## config.mk

```make
export PLATFORM = sky130hd
export DESIGN_NAME = rtc_access_ctrl
export DESIGN_NICKNAME = d
export VERILOG_FILES = /design/src/rtl/rtc_acc_pkg.sv /design/src/rtl/rtc_hold_bank.sv /design/src/rtl/rtc_flag_unit.sv /design/src/rtl/rtc_cal_div.sv /design/src/rtl/rtc_access_ctrl.sv
export SDC_FILE = /design/constraint.sdc
export NUM_CORES = 1
export LEC_CHECK = 0
export ABC_AREA = 1
export CORE_MARGIN = 2
export CORE_UTILIZATION = 40
export DETAILED_ROUTE_END_ITERATION = 8
export MAX_ROUTING_LAYER = met4
export PLACE_DENSITY = 0.75
export SYNTH_ARGS = -nofsm -noshare
export SYNTH_HDL_FRONTEND = slang
export SYNTH_SLANG_ARGS = --single-unit
```

## constraint.sdc

```tcl
create_clock -name clk -period 2.2 [get_ports clk]
set_input_delay 0.44 -clock clk [delete_from_list [all_inputs] [get_ports clk]]
set_output_delay 0.44 -clock clk [all_outputs]
set_load 0.02 [all_outputs]
```

## src/rtl/rtc_acc_pkg.sv

```systemverilog
package rtc_acc_pkg;
  localparam int BIT_R    = 0;
  localparam int BIT_W    = 1;
  localparam int BIT_CAL  = 2;
  localparam int BIT_OSCF = 4;
  localparam int BIT_PF   = 5;
  localparam int BIT_AF   = 6;
  localparam int BIT_WDF  = 7;

  // both nibbles of a BCD byte are decimal digits
  function automatic logic bcd_valid(input logic [7:0] v);
    return (v[7:4] <= 4'd9) && (v[3:0] <= 4'd9);
  endfunction

  // assemble the control/status byte
  function automatic logic [7:0] pack_ctrl(input logic wdf, input logic af,
                                           input logic pf, input logic oscf,
                                           input logic cal, input logic w,
                                           input logic r);
    return {wdf, af, pf, oscf, 1'b0, cal, w, r};
  endfunction
endpackage

```

## src/rtl/rtc_hold_bank.sv

```systemverilog
module rtc_hold_bank #(
  parameter int NTIME = 8,
  localparam int IW = $clog2(NTIME)
) (
  input  logic               clk,
  input  logic               rst_n,
  input  logic               track,
  input  logic               wr_en,
  input  logic [IW-1:0]      wr_idx,
  input  logic [7:0]         wr_byte,
  input  logic [NTIME*8-1:0] live_time,
  input  logic               w_fall,
  input  logic [IW-1:0]      rd_idx,
  output logic [7:0]         rd_byte,
  output logic               load_stb,
  output logic [NTIME*8-1:0] load_time,
  output logic [NTIME*8-1:0] hold_flat
);
  logic [7:0] hold_q [NTIME];
  logic       dirty_q;

  for (genvar i = 0; i < NTIME; i++) begin : g_byte
    always_ff @(posedge clk or negedge rst_n) begin
      if (!rst_n)
        hold_q[i] <= '0;
      else if (wr_en && (wr_idx == IW'(i)))
        hold_q[i] <= wr_byte;
      else if (track)
        hold_q[i] <= live_time[i*8 +: 8];
    end
    assign hold_flat[i*8 +: 8] = hold_q[i];
  end

  assign rd_byte = hold_q[rd_idx];

  always_ff @(posedge clk or negedge rst_n) begin
    if (!rst_n) begin
      dirty_q   <= 1'b0;
      load_stb  <= 1'b0;
      load_time <= '0;
    end else begin
      load_stb <= w_fall && dirty_q;
      if (w_fall && dirty_q)
        load_time <= hold_flat;
      if (w_fall)
        dirty_q <= 1'b0;
      else if (wr_en)
        dirty_q <= 1'b1;
    end
  end
endmodule

```

## src/rtl/rtc_flag_unit.sv

```systemverilog
module rtc_flag_unit #(
  parameter int STARTUP_CYC = 250000,
  localparam int CW = $clog2(STARTUP_CYC + 1)
) (
  input  logic clk,
  input  logic rst_n,
  input  logic wdog_expire,
  input  logic alarm_match,
  input  logic pfail_det,
  input  logic osc_enabled,
  input  logic osc_running,
  input  logic flags_rd,
  input  logic oscf_clr,
  output logic wdf,
  output logic af,
  output logic pf,
  output logic oscf
);
  logic [CW-1:0] win_cnt;
  logic          win_done;
  logic          run_seen;

  // event set outranks the read clear
  always_ff @(posedge clk or negedge rst_n) begin
    if (!rst_n) begin
      wdf <= 1'b0;
      af  <= 1'b0;
      pf  <= 1'b0;
    end else begin
      wdf <= wdog_expire || (wdf && !flags_rd);
      af  <= alarm_match || (af && !flags_rd);
      pf  <= pfail_det   || (pf && !flags_rd);
    end
  end

  always_ff @(posedge clk or negedge rst_n) begin
    if (!rst_n) begin
      win_cnt  <= '0;
      win_done <= 1'b0;
      run_seen <= 1'b0;
      oscf     <= 1'b0;
    end else begin
      if (!win_done) begin
        run_seen <= run_seen || osc_running;
        if (win_cnt == CW'(STARTUP_CYC - 1)) begin
          win_done <= 1'b1;
          oscf     <= osc_enabled && !(run_seen || osc_running);
        end else begin
          win_cnt <= win_cnt + 1'b1;
        end
      end else if (oscf_clr) begin
        oscf <= 1'b0;
      end
    end
  end
endmodule

```

## src/rtl/rtc_cal_div.sv

```systemverilog
module rtc_cal_div #(
  parameter int HALF_TICKS = 32,
  localparam int DW = (HALF_TICKS > 1) ? $clog2(HALF_TICKS) : 1
) (
  input  logic clk,
  input  logic rst_n,
  input  logic run,
  input  logic tick,
  output logic sq
);
  logic [DW-1:0] cnt;

  always_ff @(posedge clk or negedge rst_n) begin
    if (!rst_n) begin
      cnt <= '0;
      sq  <= 1'b0;
    end else if (!run) begin
      cnt <= '0;
      sq  <= 1'b0;
    end else if (tick) begin
      if (cnt == DW'(HALF_TICKS - 1)) begin
        cnt <= '0;
        sq  <= !sq;
      end else begin
        cnt <= cnt + 1'b1;
      end
    end
  end
endmodule

```

## src/rtl/rtc_access_ctrl.sv

```systemverilog
module rtc_access_ctrl
  import rtc_acc_pkg::*;
#(
  parameter int NTIME       = 8,
  parameter int AW          = 4,
  parameter int STARTUP_CYC = 250000,
  parameter int HALF_TICKS  = 32
) (
  input  logic               clk,
  input  logic               rst_n,
  input  logic [AW-1:0]      bus_addr,
  input  logic [7:0]         bus_wdata,
  input  logic               bus_wr,
  input  logic               bus_rd,
  output logic [7:0]         bus_rdata,
  input  logic [NTIME*8-1:0] live_time,
  input  logic               pfail_det,
  input  logic               wdog_expire,
  input  logic               alarm_match,
  input  logic               osc_enabled,
  input  logic               osc_running,
  input  logic               tick_32k,
  input  logic               irq_req,
  output logic               load_stb,
  output logic [NTIME*8-1:0] load_time,
  output logic               int_out
);
  localparam int IW = $clog2(NTIME);
  localparam logic [AW-1:0] CTRL_A = AW'(NTIME);
  localparam logic [AW-1:0] CENT_A = AW'(NTIME - 1);

  logic r_q, w_q, cal_q;
  logic wdf, af, pf, oscf;
  logic cal_sq;
  logic [7:0] hold_byte;
  logic [NTIME*8-1:0] hold_flat;

  // named internal events
  logic wr_ctrl, rd_ctrl, time_sel, time_wr_ok, w_fall, oscf_clr, track;

  assign wr_ctrl    = bus_wr && (bus_addr == CTRL_A);
  assign rd_ctrl    = bus_rd && (bus_addr == CTRL_A);
  assign time_sel   = bus_addr < CTRL_A;
  assign time_wr_ok = bus_wr && time_sel && w_q &&
                      ((bus_addr != CENT_A) || bcd_valid(bus_wdata));
  assign w_fall     = wr_ctrl && w_q && !bus_wdata[BIT_W];
  assign oscf_clr   = wr_ctrl && w_q && !bus_wdata[BIT_OSCF];
  assign track      = !r_q && !w_q;

  always_ff @(posedge clk or negedge rst_n) begin
    if (!rst_n) begin
      r_q   <= 1'b0;
      w_q   <= 1'b0;
      cal_q <= 1'b0;
    end else if (wr_ctrl) begin
      r_q   <= bus_wdata[BIT_R];
      w_q   <= bus_wdata[BIT_W];
      cal_q <= bus_wdata[BIT_CAL];
    end
  end

  rtc_hold_bank #(.NTIME(NTIME)) u_bank (
    .clk       (clk),
    .rst_n     (rst_n),
    .track     (track),
    .wr_en     (time_wr_ok),
    .wr_idx    (bus_addr[IW-1:0]),
    .wr_byte   (bus_wdata),
    .live_time (live_time),
    .w_fall    (w_fall),
    .rd_idx    (bus_addr[IW-1:0]),
    .rd_byte   (hold_byte),
    .load_stb  (load_stb),
    .load_time (load_time),
    .hold_flat (hold_flat)
  );

  rtc_flag_unit #(.STARTUP_CYC(STARTUP_CYC)) u_flags (
    .clk         (clk),
    .rst_n       (rst_n),
    .wdog_expire (wdog_expire),
    .alarm_match (alarm_match),
    .pfail_det   (pfail_det),
    .osc_enabled (osc_enabled),
    .osc_running (osc_running),
    .flags_rd    (rd_ctrl),
    .oscf_clr    (oscf_clr),
    .wdf         (wdf),
    .af          (af),
    .pf          (pf),
    .oscf        (oscf)
  );

  rtc_cal_div #(.HALF_TICKS(HALF_TICKS)) u_cal (
    .clk   (clk),
    .rst_n (rst_n),
    .run   (cal_q),
    .tick  (tick_32k),
    .sq    (cal_sq)
  );

  always_ff @(posedge clk or negedge rst_n) begin
    if (!rst_n)
      bus_rdata <= '0;
    else if (bus_rd) begin
      if (time_sel)
        bus_rdata <= hold_byte;
      else if (bus_addr == CTRL_A)
        bus_rdata <= pack_ctrl(wdf, af, pf, oscf, cal_q, w_q, r_q);
      else
        bus_rdata <= '0;
    end
  end

  assign int_out = cal_q ? cal_sq : irq_req;
endmodule

```

# ---- Word-level counts from Yosys, hierarchy flattened
# Cells that the tools add are included.
dict set report totals {
  ff_bits 171
  in_bits 87
}
dict set report op_classes {
  n_bitwise 3
  mux 35
  n_reduce_logical 49
  magnitude_cmp 4
  n_eq_ne 14
  add_sub_neg 2
}
# cell n
set op_table {}
lappend op_table {{$mux W8} 20}
lappend op_table {{$bmux W8 S3} 1}
lappend op_table {{$logic_and A1 B1 Y1} 23}
lappend op_table {{$reduce_bool A2 Y1} 10}
lappend op_table {{$add A18 B1 Y18 const B} 1}
lappend op_table {{$eq A18 B18 Y1 const B} 1}
lappend op_table {{$mux W5} 3}
lappend op_table {{$eq A3 B3 Y1 const B} 4}
lappend op_table {{$mux W1} 11}
lappend op_table {{$le A4 B4 Y1 const B} 2}
lappend op_table {{$logic_not A1 Y1} 7}
lappend op_table {{$eq A3 B2 Y1 const B} 2}
lappend op_table {{$reduce_and A2 Y1} 3}
lappend op_table {{$add A5 B1 Y5 const B} 1}
lappend op_table {{$eq A5 B5 Y1 const B} 1}
lappend op_table {{$logic_or A1 B1 Y1} 5}
lappend op_table {{$eq A4 B4 Y1 const B} 1}
lappend op_table {{$ge A4 B4 Y1 const B} 1}
lappend op_table {{$lt A4 B4 Y1 const B} 1}
lappend op_table {{$ne A2 B2 Y1 const B} 2}
lappend op_table {{$ne A4 B3 Y1 const B} 1}
lappend op_table {{$not A3 Y4} 1}
lappend op_table {{$eq A3 B1 Y1 const B} 1}
lappend op_table {{$logic_not A3 Y1} 1}
lappend op_table {{other kinds (2)} 3}

# ---- Depth between registers and ports, before layout
dict set report depth {
  ltp_word 6
  depth_mapped 10
  mapped_depth_nobuf 10
}

# ---- Cells and area by module
# A second synthesis with hierarchy kept.
dict set report unflattened {
  hier_cells 1120
  area_unflattened_um2 8582.0
}
# mod cells_each n_inst seq_area_each_um2 area_each_um2
set modules_own_cells {}
lappend modules_own_cells {rtc_hold_bank 803 1 3253.1 6234.7}
lappend modules_own_cells {rtc_flag_unit 192 1 600.6 1388.8}
lappend modules_own_cells {rtc_access_ctrl 87 1 275.3 636.9}
lappend modules_own_cells {rtc_cal_div 38 1 150.1 321.6}

# ---- Least setup slack after synthesis
# No wires, ideal clock.
dict set report synth_timing {
  kind {reg-to-reg}
  start {register u_flags.win_cnt[0]}
  end {register u_flags.win_cnt[14]}
  arrival_ps 1604
  path_buffers 1
  slack_ps 531
  stages_incl_launch_ff 10
  path_cell_list {dfrtp_1 > ha_1 > nand3_1 > inv_1 > nand2_1 > nor2_1 > a21oi_1 > buf_2 > nand2_1 > nand2_1}
}
dict set report synth_between {
  elab_chain_len 3
  elab_cells_between_ends 4
  classes_between {1 x add/sub; 1 x eq/ne; 1 x bitwise; 1 x reduce/logical}
}
# element line_no
set synth_lines {}
lappend synth_lines {{from (decl)} rtc_flag_unit.sv:19} ;# logic [CW-1:0] win_cnt;
lappend synth_lines {{from (signal assigned)} rtc_flag_unit.sv:49} ;# win_cnt <= win_cnt + 1'b1;
lappend synth_lines {{parallel branches: the longest is 3 deep, another holds $add A18 B1 Y18} -}
# Several ways; the timed one is not identified.
# A chain may end at the register's enable or synchronous reset.

# ---- Final worst setup path
dict set report layout_timing {
  start {register bus_rdata[5]}
  end {output bus_rdata[5]}
}
# element line_no
set layout_rtl {}
lappend layout_rtl {{from (decl)} rtc_access_ctrl.sv:15} ;# output logic [7:0] bus_rdata,
lappend layout_rtl {{from (signal assigned)} rtc_access_ctrl.sv:107} ;# bus_rdata <= hold_byte;
lappend layout_rtl {{from (signal assigned)} rtc_access_ctrl.sv:109} ;# bus_rdata <= pack_ctrl(wdf, af, pf, oscf, cal_q, w_q, r_q);
# No word-level cell between the ends.

==> metrics.md <==
| Metric | Value |
|---|---|
| Worst setup SP type | `register` |
| WP buf/inv | `1` |
| Minimum clock period | `1920 ps` |
| Detailed-route DRC error count | `0` |
| Syn_nets | `about 1100` |
| Inst Count DP | `roughly 1500` |
| Gr ovfl total | `0` |
| Die Y | `146.6 µm` |
| Count leader, synth | `nand2_1` |
| Syn. warnings | `0` |
| Antenna fix cells | `0` |
| Slew Limit Fails | `0` |
| Nets | `between 1000 and 1500` |
| Starting Density | `a little over 40%` |
| I/O pin count | `161` |
| Sequential-to-total area share from yosys stat | `~53%` |
| Outcome | `finished, violations left` |
| Largest family of logic cells by synthesized area | `simple AND/OR/NAND/NOR gates` |
| Worst-path fanout max | `2` |
| Synth Cell Area | `just over 8000 µm²` |
| Synth Area in XOR/XNOR | `roughly 1.5%` |
| PD cells | `839.6 nW/µm²` |
| IO Port Bufs | `160` |
| Chip Width | `roughly 150 µm` |
| CTS Hold Buffers Added | `0` |
| Synth-to-Final Area Change | `35.36%` |
| Total die area | `roughly 22000 µm²` |
| Total number of vias | `around 7900` |
| Clock Pin Slew Worst Setup and Hold Paths | `approximately 70 ps` |
| Leakage | `5.365 nW` |
| Layout fillers | `about 1800` |
| Final setup fails | `0` |
| Mux share of post-synthesis cell area | `0%` |
| CP Cell Sequence | `clkdlybuf4s50_1` |
| Failing checks | `hold timing` |
| CP max-delay cell | `clkdlybuf4s50_1` |
| # rows | `52` |
| Logic pwr share | `between 20 and 25%` |
| Largest net degree at the start of global routing | `between 80 and 90` |
| Yosys reg bits | `171` |
| Number of global-route vias before repair | `7471` |
| Initial antenna violation count | `0` |
| DR vias/cell | `~5.2` |
| CP Class | `register to primary output` |
| Top cell type by total area after synthesis | `dfrtp_1` |
| Tightest hold margin | `-9.245 ps` |
| Core ar. | `20100 µm²` |
| H-tree Lvls | `4` |
| Main flop type after synthesis | `dfrtp_1` |
| Worst IR drop on VDD | `just under 0.7 mV` |
| Slew @ Worst Pin | `slightly above 600 ps` |
| Sw Pwr | `a little over 3 mW` |
| Max Cap Viol | `0` |
| CTS buffer count | `17` |
| Post-synth EDFFs | `0` |
| CTS tree | `built` |
| Mapped Cells | `between 1000 and 1500` |
| Seq pwr share | `44.8%` |
| Netlist cell types | `32` |
| Post-DP Area | `~10000 µm²` |
| Wire length per cell | `~18 µm` |
| Pre-Repair DR Iteration Count | `6` |
| Max Clk Rate | `between 0.5 and 0.6 GHz` |
| Synth Area in Compound Gates | `between 5 and 6%` |
| Power share of the clock group | `about a third` |
| Period utilization | `between 80% and 90%` |
| Synth Area in Simple Gates | `roughly a third` |
| P_int | `a little over 6 mW` |
| GP Congestion | `between 0.9 and 1` |
| Worst Skew | `roughly 13 ps` |
| Syn Area/Cell | `7.878 µm²` |
| Worst setup EP type | `primary output` |
| GRT Total Usage | `25.66%` |
| Worst Path Required | `1760 ps` |
| Worst-Skew Late Latency | `roughly 440 ps` |
| Share of cells above drive strength 1 | `under 10%` |
| Total Power | `between 9 and 10 mW` |
| Worst EP arrival | `roughly 1500 ps` |
| Fin cells | `~1500` |
| Switch share | `33.31%` |
| Setup TNS | `0 ps` |
| Clock sink total | `between 150 and 200` |
| Clk root buf | `clkbuf_16` |
| Top delay family on crit path | `buffers and inverters` |
| Hold Vio Cnt, Final | `10` |
| Worst path max stage delay | `roughly 640 ps` |
| Final Routed Wirelength | `between 20 and 30 mm` |
| Post-DP HPWL | `between 15 and 20 mm` |
| Top cells by area, synth | `dfrtp_1, nand2_1, nand3_1, inv_1, nor2_1` |
| Post-Synth Adder-Cell Area | `less than 1%` |
| Max-slew headroom | `between 50% and 60%` |
| Share of the synthesized area in the top cell type | `a little over half` |
| DRT iter0 DRCs | `roughly 900` |
| Clk buf depth | `2` |
| Most frequent cells after synthesis | `nand2_1, dfrtp_1, nand3_1` |
| RSZ-0062 raised after global routing | `false` |
| Post-DRT Antenna Nets | `0` |
| Async set-reset flop share out of synthesis | `100.0%` |
| Hold Path Class | `primary input to async pin` |
| Final Instance Area | `11020 µm²` |
| First-pass GRT wire length | `41.27 mm` |
## what timing repair did
| item | CTS | global route |
|---|---|---|
| buffers inserted | 0 | 0 |
| resized for setup | 0 | 1 |
| endpoints found under the setup margin | 0 | 1 |
| hold endpoints to repair | 0 | 0 |
## placed cells by master, fill, tap and decap left out, drive strengths merged, types with 3 or more instances in the layout
| cell | n |
|---|---|
| a21oi | 22 |
| a22oi | 11 |
| buf | 58 |
| clkbuf | 18 |
| clkdlybuf4s50 | 158 |
| clkinv | 3 |
| clkinvlp | 4 |
| dfrtp | 171 |
| ha | 3 |
| inv | 82 |
| nand2 | 401 |
| nand3 | 159 |
| nand4 | 17 |
| nor2 | 57 |
| o211ai | 8 |
| o21ai | 38 |
| o21bai | 3 |
| xnor2 | 5 |
| xor2 | 9 |
## power by group through the flow
stage               clock network [mW]  registers, mW  logic [mW]
finish                            3.04           4.14        2.07
CTS                               3.07           4.13        2.06
global route                      3.20           4.19        2.25
floorplan                            0           4.16       0.960
detailed placement                   0           4.18        2.05
global placement                     0           4.18        2.00
## stage by stage
stage                     utilization (%)  setup slack (ps)
final                               54.79             280.4
after global routing                54.79             143.3
after CTS                           54.78             27.95
after detailed placement            51.83             23.67
after global placement              51.83             70.08
after floorplan                         -             530.8
## cell families (layout without fill, tap and decap cells)
family / Yosys count / in the layout
XOR/XNOR: 14 / 14
flip-flops: 171 / 171
adder cells (fa/ha/maj): 3 / 3
AND/OR/NAND/NOR: 640 / 640
AO/OA/AOI/OAI: 83 / 83
buffers and inverters: 122 / 325
## cell type report
| type | count | area (µm²) | area share (%) |
|---|---|---|---|
| Inverter | 76 | 285.3 | 2.590 |
| Clock inverter | 14 | 153.9 | 1.397 |
| Clock buffer | 18 | 439.2 | 3.987 |
| Tap cell | 270 | 337.8 | 3.067 |
| Sequential cell | 171 | 4279 | 38.85 |
| Multi-Input combinational cell | 740 | 3374 | 30.63 |
| Timing Repair Buffer | 217 | 2146 | 19.48 |
## path summary, 6_finish.rpt
path / from / endpoint / slack (ps) / depth (start not counted)
hold reg to reg: u_flags.run_seen / u_flags.run_seen / 470 / 1
min in group clk: u_flags.run_seen / u_flags.run_seen / 470 / 1
setup reg to reg: u_flags.win_cnt[0] / u_flags.win_cnt[0] / 330 / 9
max in group asynchronous: rst_n / u_bank.load_time[39] / 1500 / 2
setup / recovery: bus_rdata[5] / bus_rdata[5] / 280 / 1
hold / removal: rst_n / u_bank.load_stb / -9 / 1
## registers in the layout, summed over array words and instances (netlist names), 5 cells and up
name	cells
u_bank.load_time	64
bus_rdata	8
u_bank.hold_flat	64
u_flags.win_cnt	18
u_cal.cnt	5
## metal layers
metal | vias to the layer above | part of all wire, % | GRT usage, %
met3 | 46 | 8.7 | 5.531
met1 | 3740 | 43 | 35.02
met2 | 398 | 46 | 38.97
met5 | - | 0 | -
li1 | 3711 | - | -
met4 | 0 | 2.1 | 6.942
(Power assumes the default switching activity.)
